<file path="config.mk">
export PLATFORM = sky130hd
export DESIGN_NAME = rtc_alarm_ctl
export DESIGN_NICKNAME = d
export VERILOG_FILES = /design/src/rtl/rtc_alarm_pkg.sv /design/src/rtl/rtc_ctl_regs.sv /design/src/rtl/rtc_alarm_flags.sv /design/src/rtl/rtc_sqw_mux.sv /design/src/rtl/rtc_alarm_ctl.sv
export SDC_FILE = /design/constraint.sdc
export NUM_CORES = 1
export LEC_CHECK = 0
export ABC_AREA = 1
export CAP_MARGIN = 15
export CORE_MARGIN = 10
export CORE_UTILIZATION = 48
export DETAILED_ROUTE_END_ITERATION = 10
export PLACE_DENSITY = 0.84
export SLEW_MARGIN = 20
export SYNTH_ARGS = -nofsm -noshare
export SYNTH_HDL_FRONTEND = slang
export SYNTH_SLANG_ARGS = --single-unit
</file>
<file path="constraint.sdc">
create_clock -name clk -period 2 [get_ports clk]
set_clock_uncertainty 0.05 [all_clocks]
set_input_delay 0.4 -clock clk [delete_from_list [all_inputs] [get_ports clk]]
set_output_delay 0.4 -clock clk [all_outputs]
set_load 0.02 [all_outputs]
</file>
<file path="src/rtl/rtc_alarm_pkg.sv">
`timescale 1ns/1ps
package rtc_alarm_pkg;
  localparam int ADDR_W = 2;
  localparam logic [ADDR_W-1:0] A_CTRL   = 2'd0;
  localparam logic [ADDR_W-1:0] A_ALM_LO = 2'd1;
  localparam logic [ADDR_W-1:0] A_ALM_HI = 2'd2;
  localparam logic [ADDR_W-1:0] A_TRIM   = 2'd3;

  localparam int B_TOD_IE  = 0;
  localparam int B_SUB_IE  = 1;
  localparam int B_SQ_EN   = 2;
  localparam int B_SQ_FAST = 3;
  localparam int B_UNLOCK  = 4;
  localparam int B_RUN     = 5;
  localparam int B_CLR_TOD = 6;
  localparam int B_CLR_SUB = 7;

  localparam int N_ALARM = 2;
  localparam int IDX_TOD = 0;
  localparam int IDX_SUB = 1;

  typedef enum logic [1:0] {
    PIN_GPIO = 2'b00,
    PIN_DBG  = 2'b01,
    PIN_SQW  = 2'b10
  } pin_sel_e;

  typedef struct packed {
    logic run;
    logic unlock;
    logic sq_fast;
    logic sq_en;
    logic sub_ie;
    logic tod_ie;
  } ctrl_t;
endpackage

</file>
<file path="src/rtl/rtc_ctl_regs.sv">
`timescale 1ns/1ps
module rtc_ctl_regs
  import rtc_alarm_pkg::*;
#(
  parameter int DATA_W = 16,
  parameter int SEC_W  = 20,
  parameter int TRIM_W = 8
) (
  input  logic               clk,
  input  logic               rst_n,
  input  logic               wr_en,
  input  logic [ADDR_W-1:0]  wr_addr,
  input  logic [DATA_W-1:0]  wr_data,
  output ctrl_t              ctrl,
  output logic [SEC_W-1:0]   alarm,
  output logic [TRIM_W-1:0]  trim,
  output logic [N_ALARM-1:0] clr
);
  localparam int HI_W = SEC_W - DATA_W;

  ctrl_t             ctrl_q, ctrl_d;
  logic [DATA_W-1:0] alo_q;
  logic [HI_W-1:0]   ahi_q;
  logic [TRIM_W-1:0] trim_q;
  logic              ctrl_we, alo_we, ahi_we, trim_we;

  always_comb begin
    ctrl_we = wr_en && (wr_addr == A_CTRL);
    alo_we  = wr_en && (wr_addr == A_ALM_LO);
    ahi_we  = wr_en && (wr_addr == A_ALM_HI);
    trim_we = wr_en && (wr_addr == A_TRIM) && ctrl_q.unlock;

    ctrl_d         = ctrl_q;
    ctrl_d.tod_ie  = wr_data[B_TOD_IE];
    ctrl_d.sub_ie  = wr_data[B_SUB_IE];
    ctrl_d.sq_en   = wr_data[B_SQ_EN];
    ctrl_d.sq_fast = wr_data[B_SQ_FAST];
    ctrl_d.unlock  = wr_data[B_UNLOCK];
    if (ctrl_q.unlock) begin
      ctrl_d.run = wr_data[B_RUN];
    end

    clr          = '0;
    clr[IDX_TOD] = ctrl_we && wr_data[B_CLR_TOD];
    clr[IDX_SUB] = ctrl_we && wr_data[B_CLR_SUB];
  end

  always_ff @(posedge clk or negedge rst_n) begin
    if (!rst_n) begin
      ctrl_q <= '0;
    end else if (ctrl_we) begin
      ctrl_q <= ctrl_d;
    end
  end

  always_ff @(posedge clk or negedge rst_n) begin
    if (!rst_n) begin
      alo_q <= '0;
    end else if (alo_we) begin
      alo_q <= wr_data;
    end
  end

  always_ff @(posedge clk or negedge rst_n) begin
    if (!rst_n) begin
      ahi_q <= '0;
    end else if (ahi_we) begin
      ahi_q <= wr_data[HI_W-1:0];
    end
  end

  always_ff @(posedge clk or negedge rst_n) begin
    if (!rst_n) begin
      trim_q <= '0;
    end else if (trim_we) begin
      trim_q <= wr_data[TRIM_W-1:0];
    end
  end

  assign ctrl  = ctrl_q;
  assign alarm = {ahi_q, alo_q};
  assign trim  = trim_q;
endmodule

</file>
<file path="src/rtl/rtc_alarm_flags.sv">
`timescale 1ns/1ps
module rtc_alarm_flags
  import rtc_alarm_pkg::*;
#(
  parameter int SEC_W = 20
) (
  input  logic               clk,
  input  logic               rst_n,
  input  logic [SEC_W-1:0]   sec_count,
  input  logic [SEC_W-1:0]   alarm,
  input  logic               subsec_reload,
  input  logic [N_ALARM-1:0] clr,
  output logic [N_ALARM-1:0] flags,
  output logic [N_ALARM-1:0] set_vec
);
  logic match, match_q;

  always_comb begin
    match            = (sec_count == alarm);
    set_vec          = '0;
    set_vec[IDX_TOD] = match && !match_q;
    set_vec[IDX_SUB] = subsec_reload;
  end

  always_ff @(posedge clk or negedge rst_n) begin
    if (!rst_n) begin
      match_q <= 1'b0;
    end else begin
      match_q <= match;
    end
  end

  for (genvar g = 0; g < N_ALARM; g++) begin : g_flag
    logic flag_q, flag_d, flag_en;

    always_comb begin
      flag_en = set_vec[g] || clr[g];
      flag_d  = set_vec[g];
    end

    always_ff @(posedge clk or negedge rst_n) begin
      if (!rst_n) begin
        flag_q <= 1'b0;
      end else if (flag_en) begin
        flag_q <= flag_d;
      end
    end

    assign flags[g] = flag_q;
  end
endmodule

</file>
<file path="src/rtl/rtc_sqw_mux.sv">
`timescale 1ns/1ps
module rtc_sqw_mux
  import rtc_alarm_pkg::*;
(
  input  logic       sq_en,
  input  logic       sq_fast,
  input  logic       tap_slow,
  input  logic       tap_fast,
  input  logic       dbg_en,
  output logic       sqw_out,
  output logic       sqw_oe,
  output logic [1:0] pin_sel
);
  pin_sel_e owner;

  always_comb begin
    sqw_oe  = sq_en;
    sqw_out = sq_en && (sq_fast ? tap_fast : tap_slow);
    if (sq_en) begin
      owner = PIN_SQW;
    end else if (dbg_en) begin
      owner = PIN_DBG;
    end else begin
      owner = PIN_GPIO;
    end
    pin_sel = owner;
  end
endmodule

</file>
<file path="src/rtl/rtc_alarm_ctl.sv">
`timescale 1ns/1ps
module rtc_alarm_ctl
  import rtc_alarm_pkg::*;
#(
  parameter int DATA_W = 16,
  parameter int SEC_W  = 20,
  parameter int TRIM_W = 8
) (
  input  logic              clk,
  input  logic              rst_n,
  input  logic [SEC_W-1:0]  sec_count,
  input  logic              subsec_reload,
  input  logic              tap_slow,
  input  logic              tap_fast,
  input  logic              dbg_en,
  input  logic              gie,
  input  logic              wr_en,
  input  logic [ADDR_W-1:0] wr_addr,
  input  logic [DATA_W-1:0] wr_data,
  output logic              tod_flag,
  output logic              sub_flag,
  output logic              irq,
  output logic              wake,
  output logic              sqw_out,
  output logic              sqw_oe,
  output logic [1:0]        pin_sel,
  output logic              run_en,
  output logic [TRIM_W-1:0] trim
);
  logic [1:0]         rst_sync;
  logic               rst_sync_n;
  ctrl_t              ctrl;
  logic [SEC_W-1:0]   alarm;
  logic [N_ALARM-1:0] clr_vec, flags, set_vec, ie_vec, masked;

  always_ff @(posedge clk or negedge rst_n) begin
    if (!rst_n) begin
      rst_sync <= 2'b00;
    end else begin
      rst_sync <= {rst_sync[0], 1'b1};
    end
  end
  assign rst_sync_n = rst_sync[1];

  rtc_ctl_regs #(.DATA_W(DATA_W), .SEC_W(SEC_W), .TRIM_W(TRIM_W)) u_regs (
    .clk     (clk),
    .rst_n   (rst_sync_n),
    .wr_en   (wr_en),
    .wr_addr (wr_addr),
    .wr_data (wr_data),
    .ctrl    (ctrl),
    .alarm   (alarm),
    .trim    (trim),
    .clr     (clr_vec)
  );

  rtc_alarm_flags #(.SEC_W(SEC_W)) u_flags (
    .clk           (clk),
    .rst_n         (rst_sync_n),
    .sec_count     (sec_count),
    .alarm         (alarm),
    .subsec_reload (subsec_reload),
    .clr           (clr_vec),
    .flags         (flags),
    .set_vec       (set_vec)
  );

  rtc_sqw_mux u_sqw (
    .sq_en    (ctrl.sq_en),
    .sq_fast  (ctrl.sq_fast),
    .tap_slow (tap_slow),
    .tap_fast (tap_fast),
    .dbg_en   (dbg_en),
    .sqw_out  (sqw_out),
    .sqw_oe   (sqw_oe),
    .pin_sel  (pin_sel)
  );

  always_comb begin
    ie_vec          = '0;
    ie_vec[IDX_TOD] = ctrl.tod_ie;
    ie_vec[IDX_SUB] = ctrl.sub_ie;
    masked          = flags & ie_vec;
    wake            = |masked;
    irq             = gie && wake;
  end

  assign tod_flag = flags[IDX_TOD];
  assign sub_flag = flags[IDX_SUB];
  assign run_en   = ctrl.run;
endmodule

</file>
## After elaboration in Yosys (flattened, before gate mapping)

Index checks and enable logic that the tools add are counted.

| operators by class | value |
|---|---|
| bitwise logic cells | 1 |
| muxes and demuxes | 3 |
| eq/ne operators | 4 |
| reduce and logical (&&, ||, !) cells | 16 |

Operators by type and width:

| operator | count |
|---|---|
| $eq 20x20->1 | 1 |
| $logic_and 1x1->1 | 10 |
| $eq 2x2->1 const B | 2 |
| $and 2x2->2 | 1 |
| $eq 2x1->1 const B | 1 |
| $logic_not 2->1 | 1 |
| $logic_or 1x1->1 | 2 |
| $mux 1 | 2 |
| $mux 2 | 1 |
| $reduce_and 2->1 | 1 |
| $reduce_or 2->1 | 1 |
| $logic_not 1->1 | 1 |

| word-level totals | value |
|---|---|
| word-level logic and storage cells | 37 |
| output and inout bits | 17 |
| input port bits | 46 |
| bits in registers | 39 |

## Logic depth before layout (Yosys ltp)

| depth | value |
|---|---|
| depth in word-level cells | 4 |
| depth in mapped cells | 9 |
| mapped depth without buffers | 9 |

## Modules after synthesis

Synthesis repeated with hierarchy kept, for this count alone.

| second synthesis, totals | value |
|---|---|
| cell total of the unflattened synthesis | 285 |
| area, all modules | 2090.8 um^2 |

Modules (own cells, without submodules):

| module | cells an instance | area each (um^2) | instances | sequential area each (um^2) |
|---|---|---|---|---|
| rtc_ctl_regs | 151 | 1380.1 | 1 | 850.8 |
| rtc_alarm_flags | 117 | 589.3 | 1 | 75.1 |
| rtc_alarm_ctl | 8 | 77.6 | 1 | 50.0 |
| rtc_sqw_mux | 9 | 43.8 | 1 | 0.0 |

## Worst setup path before layout

Ideal clock, no wire load.

| path | value |
|---|---|
| path kind | reg2out |
| from | register u_flags.g_flag[1].flag_q |
| to | output port irq |
| setup slack | 194 ps |
| arrival time | 1356 ps |
| path buffers | 0 |
| stages on the path, launching flop included | 4 |
| data required time | 1550 ps |
| cell sequence | dfrtp_1 inv_1 o21ai_0 and2_1 |

| on the way | value |
|---|---|
| word-level cells in the longest chain between the ends | 3 |

RTL lines:

| element | line | source |
|---|---|---|
| start, declared | rtc_alarm_flags.sv:34 | `logic flag_q, flag_d, flag_en;` |
| start signal, assigned | rtc_alarm_flags.sv:45 | `flag_q <= flag_d;` |
| $and 2x2->2 | rtc_alarm_ctl.sv:83 | `masked = flags & ie_vec;` |
| $reduce_or 2->1 | rtc_alarm_ctl.sv:84 | `wake = \|masked;` |
| named net wake | rtc_alarm_ctl.sv:23 | `output logic wake,` |
| $logic_and 1x1->1 | rtc_alarm_ctl.sv:85 | `irq = gie && wake;` |
| end, declared | rtc_alarm_ctl.sv:22 | `output logic irq,` |

The timed path passes the listed nets, and every way through them passes these cells.

## Worst setup path after layout

| path | value |
|---|---|
| from | input port tap_slow |
| to | output port sqw_out |

| on the way | value |
|---|---|
| word-level cells in the longest chain between the ends | 2 |

RTL lines:

| element | line | source |
|---|---|---|
| start, declared | rtc_alarm_ctl.sv:13 | `input logic tap_slow,` |
| $mux 1 | rtc_sqw_mux.sv:18 | `sqw_out = sq_en && (sq_fast ? tap_fast : tap_slow);` |
| $logic_and 1x1->1 | rtc_sqw_mux.sv:18 |  |
| end, declared | rtc_alarm_ctl.sv:24 | `output logic sqw_out,` |

No other way between the ends.

==> metrics.cfg <==
[route]
avgRoutedWirePerCell_um = 13.2
drt_pass1_iterations = 4
vias_per_cell = 4.64
routed_wl_mm = 4.30
drt_first_iter_violations = 50
vias = 1514
postRouteAntennaNets = 0
drc = 0

[clock_network]
clk_pin_slew_worst_paths_ns = 0.07
clk_path_buf_depth = 2
clock_sinks = 39
hold_buffers = 0
ctsResizeCount = 4
h-tree-depth = 2
clk_latency_ns = 0.28
numCtsBuffers = 5
cts_setup_buffers = 0
cts_tree = yes
cts-root-buf = clkbuf_8

[layout]
n_antenna_cell = 0
final_area_mm2 = 0.00259
area_delta_synth_final_pct = 41.0
final_util = 0.702
final_cells = 326
drive_above_1_share = 0.0827
n_fill_cell = 298
final_nets = 323

[global_routing]
grt.total_usage = 0.135
grt_max_degree = 22
grt_pass1_wl_mm = 7.12
antenna_found_initial = 0
grt_pass1_vias = 1587
grt_overflow = 0

[setup_path]
cp_slowest_cell = clkdlybuf4s50_1
crit_path_end = sqw_out
rrSetupSlack_ns = 0.84
critPathKind = primary input to output port
crit_start = tap_slow
crit_fanout = 1
critPathRequiredTime_ns = 1.55
crit_arrival_ns = 1.39
start_kind = primary input
worstPathCellList = clkdlybuf4s50_1 > o21ai_0 > a21oi_1 > dlygate4sd2_1
r2r-end = u_flags.g_flag[0].flag_q
slowest_delay_ns = 0.46
end_kind = output port
r2r_start = u_regs.alo_q[5]
reg2reg_depth = 9

[yosys]
yosys.area.top_type = dfrtp_1
synth_edf_count = 0
synth.net_count = 255
ys_ff_latch = 39
synth_cell_type_count = 25
synth_area_leaders = dfrtp_1 (53%), nand2_1 (10%), inv_1 (5.7%)
ys.flop_type = dfrtp_1
avgSynthCellArea_um2 = 8.78
synth_top_area_share = 0.532
yosysWarnings = 0
synth.cells.most_frequent = nand2_1 (51), dfrtp_1 (39), inv_1 (28)
synth_area_mm2 = 0.00184
seq_area_frac_synth = 0.532
async_flop_share = 1.00
yosysMostFrequentCell = nand2_1
synthCells = 209

[sta]
setup_viol_count_final = 0
fmax_mhz = 542
slew_viol_final = 0
hold_viol = 0
relSlewSlack = 0.626
worst_pin_slew_ns = 0.561
period_needed_ns = 1.84
holdWs_ns = 0.160
finalCritPeriodShare = 0.922
grt_setup_unrepaired = false

[power]
power.leakage_nw = 1.25
powerDensity_mw_per_mm2 = 856
ir_drop_v = 0.000735
power_mw = 2.22

[floorplanning]
dieArea_mm2 = 0.00670
initial_core_util = 0.498
row_count = 22
core-area_mm2 = 0.00369
die_h_um = 81.8
io_pins = 63
die_width_um = 81.8

[place]
placed_area_mm2 = 0.00251
dpl.cell_count = 318
gp_congestion = 0.747
port-buffer-count = 62
place_hpwl_mm = 3.48

[run]
cap_viol_max_count = 0

[hold_path]
worstHoldPathType = flop to asynchronous set/reset pin

[outcome]
status = completed

==> stage by stage <==
stage | worst slack [ns] | TNS [ns]
3_5_place_dp | -0.132 | -0.174
3_3_place_gp | -0.103 | -0.132
6_report | 0.157 | 0
4_1_cts | 0.139 | 0
5_1_grt | 0.0353 | 0
2_1_floorplan | 0.194 | 0
==> routing by layer <==
| layer | track usage | up-vias | wire (um) |
|---|---|---|---|
| met5 | 0 | - | 0 |
| met4 | 0.0289 | 0 | 7 |
| met3 | 0.0797 | 2 | 488 |
| met2 | 0.215 | 46 | 2010 |
| met1 | 0.153 | 692 | 1790 |
| li1 | - | 774 | - |
==> worst min-delay path by stage <==
stage / start / endpoint / depth (start not counted) / slack [ns]
after floorplan: rst_n / rst_sync[0] / 0 / 0.05
after global placement: rst_sync[1] / u_regs.ctrl[0] / 1 / 0.16
after detailed placement: rst_sync[1] / u_regs.ctrl[0] / 1 / 0.17
after CTS: rst_sync[1] / u_regs.ctrl[0] / 1 / 0.17
after global routing: rst_sync[1] / u_regs.ctrl[1] / 1 / 0.18
final: rst_sync[1] / u_regs.trim[4] / 1 / 0.16
==> cells by family after synthesis <==
logic type | count (synthesis) | share of synthesized area
muxes | 6 | 0.0368
other | 1 | 0.00204
DFF | 39 | 0.532
buffers and inverters | 35 | 0.0798
and+or+nand+nor | 82 | 0.184
xor gates and xnor gates | 13 | 0.0620
AOI/OAI and AO/OA | 33 | 0.104
==> where the power goes <==
group / switching (mW) / internal, mW / total [mW]
combinational: 0.340 / 0.345 / 0.685
clock: 0.254 / 0.245 / 0.498
sequential: 0.0914 / 0.941 / 1.03
total: 0.685 / 1.53 / 2.22
==> cell usage in the layout (no fill, tap or decap), types with 2 or more instances in the layout <==
master / netlist / routed
clkdlybuf4s50_1: 0 / 58
nand2_1: 51 / 51
dfrtp_1: 39 / 39
inv_1: 28 / 28
nor2_1: 22 / 22
o21ai_1: 13 / 13
xor2_1: 12 / 12
a21oi_1: 9 / 9
mux2_1: 6 / 6
clkbuf_8: 0 / 5
o21ai_0: 4 / 4
o21ai_2: 4 / 4
dlygate4sd2_1: 0 / 4
buf_4: 1 / 4
and2_1: 2 / 2
nand2_2: 2 / 2
a21oi_2: 2 / 2
inv_2: 2 / 2
clkbuf_1: 0 / 2
==> worst max-delay path, delay by kind of cell <==
family	cells	cell delay, ns
buffers and inverters	2	0.80
AOI/OAI and AO/OA	2	0.19
==> state kept, by name (all words and copies together) (netlist names) <==
| signal | flops |
|---|---|
| u_regs.trim | 8 |
| u_regs.alo_q | 16 |
| u_flags.g_flag.flag_q | 2 |
| u_regs.ctrl | 6 |
| u_flags.match_q | 1 |
| u_regs.ahi_q | 4 |
| rst_sync | 2 |
==> final cells by class <==
type	count	area [um^2]	share of cell area
clock buffers	7	76.3	0.0295
clock inverters	1	5.00	0.00193
inverters	30	113	0.0435
multi-input cells	135	713	0.275
flip-flops and latches	39	976	0.377
well taps	48	60.1	0.0232
repair buffers	66	646	0.249
Note: power is estimated with default switching activity, not from simulation.
